--- config.mk ---
export PLATFORM = sky130hd
export DESIGN_NAME = sprite_chain
export DESIGN_NICKNAME = d
export VERILOG_FILES = /design/src/rtl/sprc_pkg.sv /design/src/rtl/sprite_stage.sv /design/src/rtl/sprite_coll_latch.sv /design/src/rtl/sprite_chain.sv
export SDC_FILE = /design/constraint.sdc
export NUM_CORES = 1
export LEC_CHECK = 0
export ABC_CLOCK_PERIOD_IN_PS = 4440
export BUFFER_PORTS_ARGS = -buffer_cell sky130_fd_sc_hd__buf_2
export CAP_MARGIN = 15
export CORE_MARGIN = 5
export CORE_UTILIZATION = 41
export CTS_CLUSTER_DIAMETER = 120
export CTS_CLUSTER_SIZE = 8
export DETAILED_ROUTE_END_ITERATION = 10
export PLACE_DENSITY = 0.62
export SLEW_MARGIN = 20
export SYNTH_ARGS = -nofsm -noshare
export SYNTH_HDL_FRONTEND = slang
export SYNTH_SLANG_ARGS = --single-unit
--- constraint.sdc ---
create_clock -name clk -period 4.44 [get_ports clk]
set_clock_uncertainty 0.1 [all_clocks]
set_input_delay 1.332 -clock clk [delete_from_list [all_inputs] [get_ports clk]]
set_output_delay 1.332 -clock clk [all_outputs]
set_load 0.02 [all_outputs]
--- src/rtl/sprc_pkg.sv ---
// Shared defaults and helpers for the sprite compositing chain.
// Assumes at most 32 sprites, so a mask fits the helper's argument.
package sprc_pkg;
    localparam int unsigned SPR_COUNT  = 8;
    localparam int unsigned SPR_WIDTH  = 24;
    localparam int unsigned SPR_HEIGHT = 21;
    localparam int unsigned RAS_X_W    = 9;
    localparam int unsigned RAS_Y_W    = 8;
    localparam int unsigned PIX_W      = 4;

    // True when two or more bits of the mask are set.
    function automatic logic multi_hot(input logic [31:0] m);
        return (m & (m - 32'd1)) != 32'd0;
    endfunction
endpackage

--- src/rtl/sprite_stage.sv ---
// One compositing stage. It tests its sprite's window and bitmap against the
// incoming raster position and overwrites the pixel where the sprite is
// opaque. It registers the whole pixel bundle toward the next stage.
// Assumes the configuration and row bits are stable while a line is drawn.
module sprite_stage #(
    parameter int unsigned XW  = 9,
    parameter int unsigned YW  = 8,
    parameter int unsigned CW  = 4,
    parameter int unsigned NS  = 8,
    parameter int unsigned SW  = 24,
    parameter int unsigned SH  = 21,
    parameter int unsigned IDX = 0
) (
    input  logic          clk,
    input  logic          rst_n,
    input  logic          cfg_en,
    input  logic          cfg_behind,
    input  logic [XW-1:0] cfg_x,
    input  logic [YW-1:0] cfg_y,
    input  logic [CW-1:0] cfg_col,
    input  logic [SW-1:0] cfg_bits,
    input  logic [XW-1:0] in_x,
    input  logic [YW-1:0] in_y,
    input  logic [CW-1:0] in_pix,
    input  logic [CW-1:0] in_bg,
    input  logic          in_fg,
    input  logic          in_brd,
    input  logic [NS-1:0] in_mask,
    output logic [XW-1:0] out_x,
    output logic [YW-1:0] out_y,
    output logic [CW-1:0] out_pix,
    output logic [CW-1:0] out_bg,
    output logic          out_fg,
    output logic          out_brd,
    output logic [NS-1:0] out_mask
);
    localparam int unsigned DXW = XW + 1;
    localparam int unsigned DYW = YW + 1;
    localparam int unsigned IW  = $clog2(SW);

    logic [DXW-1:0] dx;
    logic [DYW-1:0] dy;
    logic [IW-1:0]  bidx;
    logic           in_col, in_row, opaque;

    // Offsets into the sprite window; the extra top bit flags a negative offset.
    assign dx     = {1'b0, in_x} - {1'b0, cfg_x};
    assign dy     = {1'b0, in_y} - {1'b0, cfg_y};
    assign in_col = !dx[XW] && (dx < DXW'(SW));
    assign in_row = !dy[YW] && (dy < DYW'(SH));
    assign bidx   = IW'(SW - 1) - dx[IW-1:0];
    assign opaque = cfg_en && !in_brd && in_col && in_row && cfg_bits[bidx];

    // Register the bundle, drawing the sprite where it is opaque.
    always_ff @(posedge clk) begin
        if (!rst_n) begin
            out_x    <= '0;
            out_y    <= '0;
            out_pix  <= '0;
            out_bg   <= '0;
            out_fg   <= 1'b0;
            out_brd  <= 1'b0;
            out_mask <= '0;
        end else begin
            out_x    <= in_x;
            out_y    <= in_y;
            out_bg   <= in_bg;
            out_fg   <= in_fg;
            out_brd  <= in_brd;
            out_mask <= in_mask | (opaque ? (NS'(1) << IDX) : '0);
            out_pix  <= opaque ? ((cfg_behind && in_fg) ? in_bg : cfg_col) : in_pix;
        end
    end
endmodule

--- src/rtl/sprite_coll_latch.sv ---
// Sticky collision registers at the end of the chain. They turn the final
// opaque mask and foreground bit into per-sprite collision bits.
// Assumes NS is at most 32.
module sprite_coll_latch
    import sprc_pkg::*;
#(
    parameter int unsigned NS = 8
) (
    input  logic          clk,
    input  logic          rst_n,
    input  logic [NS-1:0] hit_mask,
    input  logic          hit_fg,
    input  logic          clr_ss,
    input  logic          clr_sf,
    output logic [NS-1:0] ss_q,
    output logic [NS-1:0] sf_q
);
    logic [NS-1:0] ss_new, sf_new;

    // New hits on this pixel: overlaps of two or more sprites, and sprites on foreground.
    assign ss_new = multi_hot(32'(hit_mask)) ? hit_mask : '0;
    assign sf_new = hit_fg ? hit_mask : '0;

    // Accumulate hits; a clear strobe drops old bits but keeps this edge's hits.
    always_ff @(posedge clk) begin
        if (!rst_n) begin
            ss_q <= '0;
            sf_q <= '0;
        end else begin
            ss_q <= (clr_ss ? '0 : ss_q) | ss_new;
            sf_q <= (clr_sf ? '0 : sf_q) | sf_new;
        end
    end
endmodule

--- src/rtl/sprite_chain.sv ---
// Top of the sprite compositing chain. Stages run from sprite NS-1 at the
// input to sprite 0 at the output, so lower-numbered sprites land on top.
// Assumes sprite rows and configuration are held stable by the supplier.
module sprite_chain
    import sprc_pkg::*;
#(
    parameter int unsigned NS = SPR_COUNT,
    parameter int unsigned XW = RAS_X_W,
    parameter int unsigned YW = RAS_Y_W,
    parameter int unsigned CW = PIX_W,
    parameter int unsigned SW = SPR_WIDTH,
    parameter int unsigned SH = SPR_HEIGHT
) (
    input  logic             clk,
    input  logic             rst_n,
    input  logic [XW-1:0]    ras_x,
    input  logic [YW-1:0]    ras_y,
    input  logic [CW-1:0]    bg_pix,
    input  logic             bg_fg,
    input  logic             in_border,
    input  logic [NS-1:0]    spr_en,
    input  logic [NS-1:0]    spr_behind,
    input  logic [NS*XW-1:0] spr_xpos,
    input  logic [NS*YW-1:0] spr_ypos,
    input  logic [NS*CW-1:0] spr_color,
    input  logic [NS*SW-1:0] spr_bits,
    input  logic             clr_ss,
    input  logic             clr_sf,
    output logic [CW-1:0]    pix_out,
    output logic [NS-1:0]    ss_coll,
    output logic [NS-1:0]    sf_coll
);
    logic [XW-1:0] b_x    [NS+1];
    logic [YW-1:0] b_y    [NS+1];
    logic [CW-1:0] b_pix  [NS+1];
    logic [CW-1:0] b_bg   [NS+1];
    logic          b_fg   [NS+1];
    logic          b_brd  [NS+1];
    logic [NS-1:0] b_mask [NS+1];

    // Chain head: raw background pixel with an empty sprite mask.
    assign b_x[0]    = ras_x;
    assign b_y[0]    = ras_y;
    assign b_pix[0]  = bg_pix;
    assign b_bg[0]   = bg_pix;
    assign b_fg[0]   = bg_fg;
    assign b_brd[0]  = in_border;
    assign b_mask[0] = '0;

    for (genvar p = 0; p < NS; p++) begin : g_stage
        localparam int unsigned S = NS - 1 - p;
        sprite_stage #(
            .XW(XW), .YW(YW), .CW(CW), .NS(NS), .SW(SW), .SH(SH), .IDX(S)
        ) u_stage (
            .clk        (clk),
            .rst_n      (rst_n),
            .cfg_en     (spr_en[S]),
            .cfg_behind (spr_behind[S]),
            .cfg_x      (spr_xpos[S*XW +: XW]),
            .cfg_y      (spr_ypos[S*YW +: YW]),
            .cfg_col    (spr_color[S*CW +: CW]),
            .cfg_bits   (spr_bits[S*SW +: SW]),
            .in_x       (b_x[p]),
            .in_y       (b_y[p]),
            .in_pix     (b_pix[p]),
            .in_bg      (b_bg[p]),
            .in_fg      (b_fg[p]),
            .in_brd     (b_brd[p]),
            .in_mask    (b_mask[p]),
            .out_x      (b_x[p+1]),
            .out_y      (b_y[p+1]),
            .out_pix    (b_pix[p+1]),
            .out_bg     (b_bg[p+1]),
            .out_fg     (b_fg[p+1]),
            .out_brd    (b_brd[p+1]),
            .out_mask   (b_mask[p+1])
        );
    end

    logic [NS-1:0] fin_mask;
    logic [CW-1:0] fin_bg;
    logic          fin_fg, fin_brd;
    logic [XW-1:0] fin_x_unused;
    logic [YW-1:0] fin_y_unused;

    // Chain tail as seen by the collision registers and the checker.
    assign fin_mask     = b_mask[NS];
    assign fin_bg       = b_bg[NS];
    assign fin_fg       = b_fg[NS];
    assign fin_brd      = b_brd[NS];
    assign fin_x_unused = b_x[NS];
    assign fin_y_unused = b_y[NS];
    assign pix_out      = b_pix[NS];

    sprite_coll_latch #(.NS(NS)) u_coll (
        .clk      (clk),
        .rst_n    (rst_n),
        .hit_mask (fin_mask),
        .hit_fg   (fin_fg),
        .clr_ss   (clr_ss),
        .clr_sf   (clr_sf),
        .ss_q     (ss_coll),
        .sf_q     (sf_coll)
    );
endmodule

# ---- Word-level counts from Yosys, hierarchy flattened
# Cells that the tools add are included.
dict set report classes {
  add_sub_neg 25
  magnitude_cmp 24
  n_mux 44
  bitwise 10
  reduce_logical 81
}
# op count
set ops {}
lappend ops {{$lt 10x5->1 const B} 8}
lappend ops {{$sub 9x9->10} 8}
lappend ops {{$lt 9x5->1 const B} 8}
lappend ops {{$or 8x8->8} 9}
lappend ops {{$sub 8x8->9} 8}
lappend ops {{$mux 4} 17}
lappend ops {{$logic_and 1x1->1} 56}
lappend ops {{$lt 5x6->1 const B} 8}
lappend ops {{$bmux 1 s5} 8}
lappend ops {{$mux 8} 5}
lappend ops {{$sub 5x5->5 const A} 8}
lappend ops {{$and 8x32->32} 1}
lappend ops {{$reduce_bool 32->1} 1}
lappend ops {{$logic_not 1->1} 24}
lappend ops {{$mux 1} 9}
lappend ops {{$sub 8x1->9 const B} 1}
lappend ops {{$mux 7} 1}
lappend ops {{$mux 6} 1}
lappend ops {{$mux 5} 1}
lappend ops {{$mux 3} 1}
lappend ops {{$mux 2} 1}
dict set report totals {
  register_bits 274
  in_bits 403
  output_inout_bits 20
  wordCells 238
}

# ---- Logic depth before layout (Yosys ltp)
# Gate-level depths: netlist of run 1.
dict set report depth {
  word_depth 8
  depth_mapped 11
}

# ---- Hierarchy
# A second synthesis of run 1 with hierarchy kept.
dict set report hier_totals {
  hier_cells 1824
  hier_area_um2 17397.9
}
# module instances cells_per_inst area_each_um2 seq_area_each_um2
set modules_own_cells {}
lappend modules_own_cells {{sprite_stage (g_stage[0].u_stage ...)} 5 214 2083.2 700.7}
lappend modules_own_cells {{sprite_stage (g_stage[6].u_stage)} 1 234 2150.8 700.7}
lappend modules_own_cells {{sprite_stage (g_stage[7].u_stage)} 1 222 2105.8 700.7}
lappend modules_own_cells {{sprite_stage (g_stage[2].u_stage)} 1 226 2065.7 700.7}
lappend modules_own_cells {sprite_coll_latch 1 71 655.6 320.3}
lappend modules_own_cells {sprite_chain 1 1 3.8 0.0}

# ---- Worst setup path after synthesis of run 1
# OpenSTA, ideal clock, no wires.
dict set report synth_timing {
  path_kind {input to register}
  startpoint {input ras_x[0]}
  endpoint {register g_stage[0].u_stage.out_pix[0]}
  t_arrival_ps 3766
  t_required_ps 4205
  path_slack_ps 438
  stages 9
  n_path_buf 0
  cell_sequence {inv_1 -> ha_1 -> fa_1 -> mux4_2 -> nor2b_1 -> mux2_2 -> o311ai_0 -> a2111oi_4 -> mux2i_1}
}
dict set report synth_via {
  elab_chain_cells 7
}
# element line
set synth_rtl {}
lappend synth_rtl {{from (decl)} sprite_chain.sv:16} ;# input logic [XW-1:0] ras_x,
lappend synth_rtl {{$sub 9x9->10 *} sprite_stage.sv:47} ;# assign dx = {1'b0, in_x} - {1'b0, cfg_x};
lappend synth_rtl {{parallel branches: the longest is 4 deep, another holds $sub 5x5->5} -}
lappend synth_rtl {{$logic_and 1x1->1 *} sprite_stage.sv:52} ;# assign opaque = cfg_en && !in_brd && in_col && in_row && cfg_bits[bidx];
lappend synth_rtl {{$mux 4 *} sprite_stage.sv:71} ;# out_pix <= opaque ? ((cfg_behind && in_fg) ? in_bg : cfg_col) : in_pix;
lappend synth_rtl {{to (signal assigned)} sprite_stage.sv:71}
lappend synth_rtl {{to (decl)} sprite_stage.sv:31} ;# output logic [CW-1:0] out_pix,
# Mark *: on every way between the ends. The select of a mux whose other input is x is not followed.
# A chain may end at the register's enable or synchronous reset.

# ---- Final worst setup path of run 1
dict set report layout_timing {
  startpoint {input spr_ypos[32]}
  endpoint {register g_stage[3].u_stage.out_pix[1]}
}
dict set report layout_via {
  elab_chain_cells 6
}
# element line
set layout_rtl {}
lappend layout_rtl {{from (decl)} sprite_chain.sv:24} ;# input logic [NS*YW-1:0] spr_ypos,
lappend layout_rtl {{$sub 8x8->9 *} sprite_stage.sv:48} ;# assign dy = {1'b0, in_y} - {1'b0, cfg_y};
lappend layout_rtl {{$lt 9x5->1 or $logic_not 1->1 (tied branches)} sprite_stage.sv:50} ;# assign in_row = !dy[YW] && (dy < DYW'(SH));
lappend layout_rtl {{$logic_and 1x1->1 *} sprite_stage.sv:50}
lappend layout_rtl {{$logic_and 1x1->1 * (2 in a row)} sprite_stage.sv:52}
lappend layout_rtl {{$mux 4 *} sprite_stage.sv:71}
lappend layout_rtl {{to (signal assigned)} sprite_stage.sv:71}
lappend layout_rtl {{to (decl)} sprite_stage.sv:31}
# Mark *: on every way between the ends. The rest lies on a longest branch, timed or not.

==> summary.txt, run 1 <==
Critical path
  • Critical path buffer and inverter count: 2
  • Reg2reg start: g_stage[2].u_stage.out_y[0]$_SDFF_PN0_
  • Crit path largest cell delay: 0.64 ns
  • CP Class: input port to flip-flop
  • Worst EP arrival: 4.25 ns
  • WP data required: 4.68 ns
  • Worst Setup SP: spr_ypos[32]
  • Slowest CP cell: a2111oi_1
  • Crit. End Element: flip-flop
  • CP Launch Type: input port
  • Crit path max fanout: 5
  • Crit path cell chain: buf_2 -> ha_1 -> fa_1 -> nand2b_1 -> a211oi_1 -> and3_1 -> nor3_1 -> a2111oi_1 -> buf_4 -> and4_1 -> a211oi_1
  • CP top delay family: compound AO/OA/AOI/OAI gates
  • CP dominant cell by count: a211oi_1

Synthesis
  • Synth Register Bits: 246
  • Synth Instances: 1685
  • Mapped Nets: 2240
  • Synth Area in Adders: 13.2%
  • Synth Area in XOR/XNOR: 2.89%
  • Cell Area, Synth: 15500 µm²
  • EDFF count, synth: 0
  • Synth Area in Simple Gates: 21.1%
  • Async S/R FF share, synth: 0%
  • Largest family of logic cells by synthesized area: simple AND/OR/NAND/NOR gates
  • Netlist cell types: 74
  • Syn_area_per_cell: 9.17 µm²
  • Complex-gate fraction of the synthesized area: 13.3%
  • Mux contribution to synthesized area: 12.1%
  • Main synth FF type: dfxtp_1
  • Register area share after synthesis: 31.9%
  • Number of synthesis warnings: 0

Flow run
  • Max Cap Violations: 0

GRT
  • Number of global-route vias before repair: 14000
  • Global-route wire length before repair: 68800 µm
  • Total grt overflow: 0
  • GR peak layer: met2
  • Initial antenna violation count: 13
  • M1 GR Usage: 23.6%
  • Met3 Use GR: 5.08%
  • Met2 global-route usage: 36.5%
  • GRT Total Usage: 20.3%
  • Largest net degree at the start of global routing: 208

CTS
  • TritonCTS clock tree: yes
  • Num CTS Buffers: 36
  • H-tree Lvls: 2
  • Post-CTS Setup Repair Bufs: 0
  • Hold_buf cts: 0
  • Post-CTS Resized: 0
  • Worst-path clk slew: 0.05 ns
  • Max Root-Sink Buffers: 3
  • Clk Tree Root Cell: clkbuf_16
  • Clk sinks: 246
  • Clock latency on the worst-skew pair: 0.50 ns

Timing
  • Fin crit share: 90.3%
  • RSZ-0062 raised after global routing: no
  • Fin Setup TNS: 0 ns
  • Worst slew pin tran: 0.868 ns
  • Final min period: 4.01 ns
  • Slew Viols, Final: 0
  • Final Hold Fails: 0
  • # setup viols final: 0
  • Peak Freq: 249 MHz
  • Final worst slack: 0.430 ns
  • Rel. slew slack: 42.0%

Drt
  • Wire length per cell: 16.8 µm
  • Number of DRC markers in iteration 0: 500
  • Via density per instance: 5.12
  • DRT Wirelength: 44000 µm
  • Post-DRT Antenna Nets: 0
  • DR DRC count: 0
  • Router iterations before antenna repair: 5
  • Vias: 13500

Floorplan
  • Die Height: 204 µm
  • Starting Density: 41.3%
  • Site row count: 71
  • Die footprint: 41700 µm²
  • Die X-Extent: 204 µm
  • I/O pin total: 423
  • Core area: 37400 µm²

Place
  • Gpl congestion: 0.897
  • Port Buf Inserts: 422
  • Final HPWL from detailed placement: 36300 µm
  • Pre-CTS WS: -0.0973 ns

Finish
  • Syn-to-layout area delta: 23.5%
  • Share of cells above drive strength 1: 26.6%
  • Filler cells: 3556
  • Final nets: 2668

Power
  • Pwr Density: 303 nW/µm²
  • NetSw: 1510 µW
  • Seq pwr share: 39.3%
  • Sw Ratio: 26.2%
  • Clk pwr share: 41.4%
  • Max VDD drop: 208 µV
  • P_int: 4270 µW
  • Logic pwr share: 19.3%
  • Leak: 0.00917 µW

Run status
  • Status: finished, final reports clean

Worst hold path
  • Min-delay src: g_stage[5].u_stage.out_mask[5]$_SDFF_PN0_
  • Worst hold path class: flip-flop to flip-flop
==> kinds of logic (layout without fill, tap and decap cells) <==
| logic type | count (synthesis) | after routing |
|---|---|---|
| simple gates | 598 | 598 |
| flops | 246 | 246 |
| fa+ha+maj | 153 | 153 |
| buf+inv | 224 | 654 |
| compound gates | 289 | 289 |
| mux | 124 | 124 |
| xor+xnor | 51 | 51 |
| other cells | 0 | 2 |
==> cell usage in the layout (no fill, tap or decap), types with 14 or more instances in the layout <==
cell type | synthesis | layout
clkbuf_16 | 0 | 36
mux4_2 | 48 | 48
xor2_1 | 32 | 32
xnor2_1 | 19 | 19
mux2_2 | 19 | 19
nor2b_1 | 41 | 41
mux2i_1 | 57 | 57
buf_2 | 4 | 421
nor2_1 | 125 | 125
nand2_1 | 76 | 76
ha_1 | 136 | 136
or3_1 | 19 | 19
dfxtp_1 | 246 | 246
and2_1 | 160 | 160
a211oi_1 | 15 | 15
o31a_1 | 14 | 14
o21ai_0 | 39 | 39
nor3_1 | 39 | 39
a21oi_1 | 58 | 58
o211ai_1 | 21 | 21
fa_1 | 16 | 16
nand3_1 | 23 | 23
inv_1 | 181 | 180
nand2b_1 | 25 | 25
o21a_1 | 32 | 32
==> synth_stat cells (all sizes together), types with 4 or more instances <==
cell type / number / area (µm²)
a2111oi: 16 / 179
a211oi: 15 / 113
a21o: 13 / 97.6
a21oi: 59 / 299
a22oi: 9 / 67.6
a31oi: 6 / 37.5
a41oi: 9 / 78.8
and2: 161 / 1010
and3: 14 / 92.6
and4: 5 / 43.8
buf: 12 / 72.6
clkbuf: 31 / 116
dfxtp: 246 / 4920
fa: 16 / 320
ha: 136 / 1700
inv: 181 / 679
mux2: 19 / 214
mux2i: 57 / 571
mux4: 48 / 1080
nand2: 76 / 285
nand2b: 26 / 170
nand3: 23 / 115
nand3b: 9 / 67.6
nand4: 7 / 43.8
nor2: 125 / 469
nor2b: 41 / 257
nor3: 39 / 195
nor3b: 6 / 45.0
nor4: 13 / 81.3
nor4b: 4 / 41.3
o2111a: 5 / 56.3
o2111ai: 10 / 87.6
o211ai: 21 / 158
o21a: 32 / 240
o21ai: 40 / 200
o221ai: 5 / 43.8
o22ai: 11 / 68.8
o311ai: 5 / 43.8
o31a: 14 / 123
or2: 13 / 81.3
or3: 19 / 119
or4: 11 / 86.3
xnor2: 19 / 166
xor2: 32 / 280
==> final cells by class <==
cell class	count	area [µm²]	area share [%]
Multi-Input combinational cell	1215	9660	50.6
Sequential cell	246	4920	25.8
Timing Repair Buffer	433	2220	11.6
Clock buffer	37	915	4.79
Inverter	181	679	3.56
Tap cell	511	639	3.35
Clock inverter	3	45.0	0.236
Antenna cell	2	5.00	0.0262
==> metal layers <==
metal  wire, µm  part of all wire (%)
met5        137                  0.31
met4       1420                   3.2
met3       3120                   7.1
met2      21600                    49
met1      17800                    40
==> metrics by stage <==
| stage | power [µW] | area (µm²) | hold slack [ns] | util [%] | cells |
|---|---|---|---|---|---|
| floorplan | 3050 | 15500 | 0.312 | - | 1685 |
| global placement | 3410 | 18100 | 0.315 | 48.5 | 2586 |
| detailed placement | 3430 | 18100 | 0.318 | 48.5 | 2586 |
| CTS | 5880 | 19100 | 0.321 | 51.0 | 2626 |
| global route | 6090 | 19100 | 0.336 | 51.0 | 2626 |
| finish | 5780 | 19100 | 0.322 | 51.0 | 2628 |
==> worst register-to-register path, delay by kind of cell, from the launching register on <==
kind,cells,cell delay [ns]
flip-flops,1,0.31
AND/OR/NAND/NOR,4,0.76
adder cells (fa/ha/maj),2,0.61
buffers and inverters,2,0.30
AO/OA/AOI/OAI,3,1.18
==> registers in the layout, summed over array words and instances (netlist names) <==
name,cells
g_stage.u_stage.out_pix,32
u_coll.ss_q,8
g_stage.u_stage.out_x,63
u_coll.sf_q,8
g_stage.u_stage.out_mask,36
g_stage.u_stage.out_y,56
g_stage.u_stage.out_fg,8
g_stage.u_stage.out_brd,7
g_stage.u_stage.out_bg,28
==> power by group through the flow <==
stage	clock [µW]	combinational (µW)	sequential, µW
floorplan	0	744	2310
global placement	0	1100	2320
detailed placement	0	1110	2320
CTS	2480	1120	2270
global route	2580	1240	2270
finish	2400	1110	2270
==> final timing paths <==
check	end	slack (ns)	cells past startpoint
worst max-delay path	g_stage[3].u_stage.out_pix[1]$_SDFF_PN0_	0.43	11
worst min-delay path	g_stage[6].u_stage.out_mask[5]$_SDFF_PN0_	0.32	1
worst max register to register	g_stage[3].u_stage.out_pix[1]$_SDFF_PN0_	1.02	11
worst min register to register	g_stage[6].u_stage.out_mask[5]$_SDFF_PN0_	0.32	1
No activity file was read; power rests on OpenSTA's default activity.
==> run 2: changes to the inputs <==
--- a/config.mk
+++ b/config.mk
@@ -5,15 +5,17 @@
 export SDC_FILE = /design/constraint.sdc
 export NUM_CORES = 1
 export LEC_CHECK = 0
+export ABC_AREA = 1
 export ABC_CLOCK_PERIOD_IN_PS = 4440
 export BUFFER_PORTS_ARGS = -buffer_cell sky130_fd_sc_hd__buf_2
 export CAP_MARGIN = 15
+export CORE_ASPECT_RATIO = 0.9
 export CORE_MARGIN = 5
 export CORE_UTILIZATION = 41
 export CTS_CLUSTER_DIAMETER = 120
 export CTS_CLUSTER_SIZE = 8
 export DETAILED_ROUTE_END_ITERATION = 10
-export PLACE_DENSITY = 0.62
+export PLACE_DENSITY = 0.61
 export SLEW_MARGIN = 20
 export SYNTH_ARGS = -nofsm -noshare
 export SYNTH_HDL_FRONTEND = slang
==> summary.txt, run 2 <==
Timing
  • Rel. slew slack: 32.9%
  • Fin Setup TNS: 0 ns
  • Fin crit share: 74.7%
  • RSZ-0062 raised after global routing: no
  • Peak Freq: 302 MHz
  • WHS: 0.309 ns
  • Slew Viols, Final: 0
  • Final worst slack: 1.12 ns
  • Final Hold Fails: 0
  • Final min period: 3.32 ns
  • Worst slew pin tran: 1.01 ns
  • # setup viols final: 0

Critical path
  • Crit path largest cell delay: 0.63 ns
  • CP dominant cell by count: nand2_1
  • Slowest CP cell: fa_1
  • Crit path cell chain: buf_2 -> ha_1 -> fa_1 -> inv_1 -> nand3_1 -> nand2_1 -> nand2_1 -> nand2_1 -> nand2_1 -> nand3_1 -> nor2_1 -> nand2_1 -> nor2_1 -> nand3_1 -> nand2_1 -> nor2_1
  • CP Class: input port to flip-flop
  • WP data required: 4.74 ns
  • Crit. End Element: flip-flop
  • CP Launch Type: input port
  • Worst EP arrival: 3.61 ns
  • CP top delay family: simple AND/OR/NAND/NOR gates
  • Crit path max fanout: 7
  • Critical path buffer and inverter count: 2

Synthesis
  • Synth Area in XOR/XNOR: 1.70%
  • Syn_area_per_cell: 6.10 µm²
  • EDFF count, synth: 0
  • Netlist cell types: 52
  • Register area share after synthesis: 27.5%
  • Largest cells by area after synthesis: dfxtp_1, nand2_1, inv_1
  • Synth Register Bits: 246
  • Most common cell in the netlist: nand2_1
  • Largest family of logic cells by synthesized area: simple AND/OR/NAND/NOR gates
  • Number of synthesis warnings: 0
  • Top post-synthesis cells by count: nand2_1, inv_1, nand3_1
  • Synth Instances: 2929
  • Share of the synthesized area in the top cell type: 27.5%
  • Synth Area in Simple Gates: 38.1%
  • Mapped Nets: 3484
  • Cell Area, Synth: 17900 µm²
  • Mux contribution to synthesized area: 1.64%
  • Synth Area in Adders: 11.3%
  • Main synth FF type: dfxtp_1
  • Complex-gate fraction of the synthesized area: 4.42%
  • Async S/R FF share, synth: 0%
  • Synth area leader: dfxtp_1

Finish
  • Cell Count, Final, Fillers Out: 3908
  • Share of cells above drive strength 1: 16.1%
  • Final nets: 3897
  • Max FFs per register: 63
  • Largest regs: g_stage.u_stage.out_x (63), g_stage.u_stage.out_y (56), g_stage.u_stage.out_mask (36)
  • Syn-to-layout area delta: 20.0%
  • Top reg by flops: g_stage.u_stage.out_x
  • Fin util: 49.8%
  • Most frequent cells in the layout: nand2_1, inv_1, buf_2, nand3_1, dfxtp_1
  • Commonest non-fill, non-tap cell in the layout: nand2_1

Flow run
  • Max Cap Violations: 0

CTS
  • Clk Tree Root Cell: clkbuf_16
  • TritonCTS clock tree: yes
  • H-tree Lvls: 2
  • Clock latency on the worst-skew pair: 0.51 ns
  • Max Root-Sink Buffers: 3
  • Post-CTS Resized: 0
  • Clk sinks: 246
  • Num CTS Buffers: 36
  • Post-CTS Setup Repair Bufs: 0
  • Worst-path clk slew: 0.05 ns
  • Hold_buf cts: 0

Floorplan
  • Die X-Extent: 230 µm
  • Site row count: 72
  • Die Height: 208 µm
  • Core area: 43100 µm²
  • I/O pin total: 423
  • Starting Density: 41.5%
  • Die footprint: 47900 µm²

Worst hold path
  • Worst hold path class: flip-flop to flip-flop

Power
  • Logic pwr share: 22.6%
  • NetSw: 1770 µW
  • Leak: 0.0136 µW
  • Seq pwr share: 38.0%
  • Clk pwr share: 39.4%
  • Max VDD drop: 208 µV
  • Pwr Density: 280 nW/µm²
  • Sw Ratio: 29.5%
  • P_int: 4230 µW

GRT
  • Initial antenna violation count: 19
  • Number of global-route vias before repair: 18100
  • Global-route wire length before repair: 85700 µm
  • Largest net degree at the start of global routing: 123
  • Total grt overflow: 0
  • GRT Total Usage: 21.4%

Place
  • Gpl congestion: 0.926
  • Port Buf Inserts: 422
  • Placed Cells: 3859
  • Final HPWL from detailed placement: 44800 µm
  • Pre-CTS WS: 0.549 ns

Drt
  • DRT Wirelength: 52600 µm
  • Post-DRT Antenna Nets: 0
  • DR DRC count: 0
  • Router iterations before antenna repair: 7
  • Number of DRC markers in iteration 0: 938
  • Wire length per cell: 13.5 µm
  • Vias: 18300
  • Via density per instance: 4.68

Run status
  • Status: finished, final reports clean
-- run 2: changes by cell type in the layout (fill, tap and decap cells not counted), sizes merged, moves of 25 or more --
cell and delta:
and2 -159, mux4 -48, inv +480, nand2b -26, nor3 -30, a21oi +34
nor2 +48, o21ai -26, mux2i -40, nand2 +1000, nand3 +254, nor2b -40
o21a -25, nand4 +49
-- run 2: kinds of logic after synthesis --
kind of cell	Yosys count
simple gates	1621
buf+inv	713
flops	246
fa+ha+maj	152
compound gates	136
xor+xnor	33
mux	28
-- run 2: metrics by stage --
stage | instance area (µm²) | power, µW
after floorplan | 17900 | 3260
after global placement | 20500 | 3670
after detailed placement | 20500 | 3690
after CTS | 21400 | 6100
after global routing | 21400 | 6390
final | 21400 | 6010
-- run 2: routing by layer --
metal	GRT usage [%]	vias up	wire length [µm]
met3	4.20	98	2840
met5	0	-	120
met2	39.2	439	26200
li1	-	9718	-
met4	6.22	20	1260
met1	25.3	8025	22200
-- run 2: area by class of cell --
| cell class | count | area, µm² |
|---|---|---|
| clock buffers | 37 | 915 |
| repair buffers | 424 | 2150 |
| multi-input cells | 1970 | 10200 |
| diodes | 10 | 25.0 |
| well taps | 555 | 694 |
| inverters | 664 | 2490 |
| clock inverters | 2 | 25.0 |
| flip-flops and latches | 246 | 4920 |
| fillers | 4536 | 21600 |
-- run 2: worst paths after layout --
path | start | endpoint | slack, ns | depth (start not counted)
setup / recovery | spr_xpos[27] | g_stage[4].u_stage.out_pix[2]$_SDFF_PN0_ | 1.12 | 16
hold / removal | g_stage[4].u_stage.out_mask[6]$_SDFF_PN0_ | g_stage[5].u_stage.out_mask[6]$_SDFF_PN0_ | 0.31 | 2
setup reg to reg | g_stage[3].u_stage.out_x[0]$_SDFF_PN0_ | g_stage[4].u_stage.out_pix[2]$_SDFF_PN0_ | 1.69 | 16
hold reg to reg | g_stage[4].u_stage.out_mask[6]$_SDFF_PN0_ | g_stage[5].u_stage.out_mask[6]$_SDFF_PN0_ | 0.31 | 2
-- run 2: worst register-to-register path, delay by kind of cell, from the launching register on --
kind | cells | cell delay, ns
DFF | 1 | 0.33
buffers and inverters | 2 | 0.21
and+or+nand+nor | 12 | 1.18
adders and majority gates | 2 | 0.82
-- run 2: power groups by stage --
stage	registers, µW	logic (µW)	clock network [µW]
global placement	2330	1340	0
floorplan	2310	948	0
CTS	2280	1370	2450
global route	2280	1560	2540
finish	2280	1360	2370
detailed placement	2320	1360	0
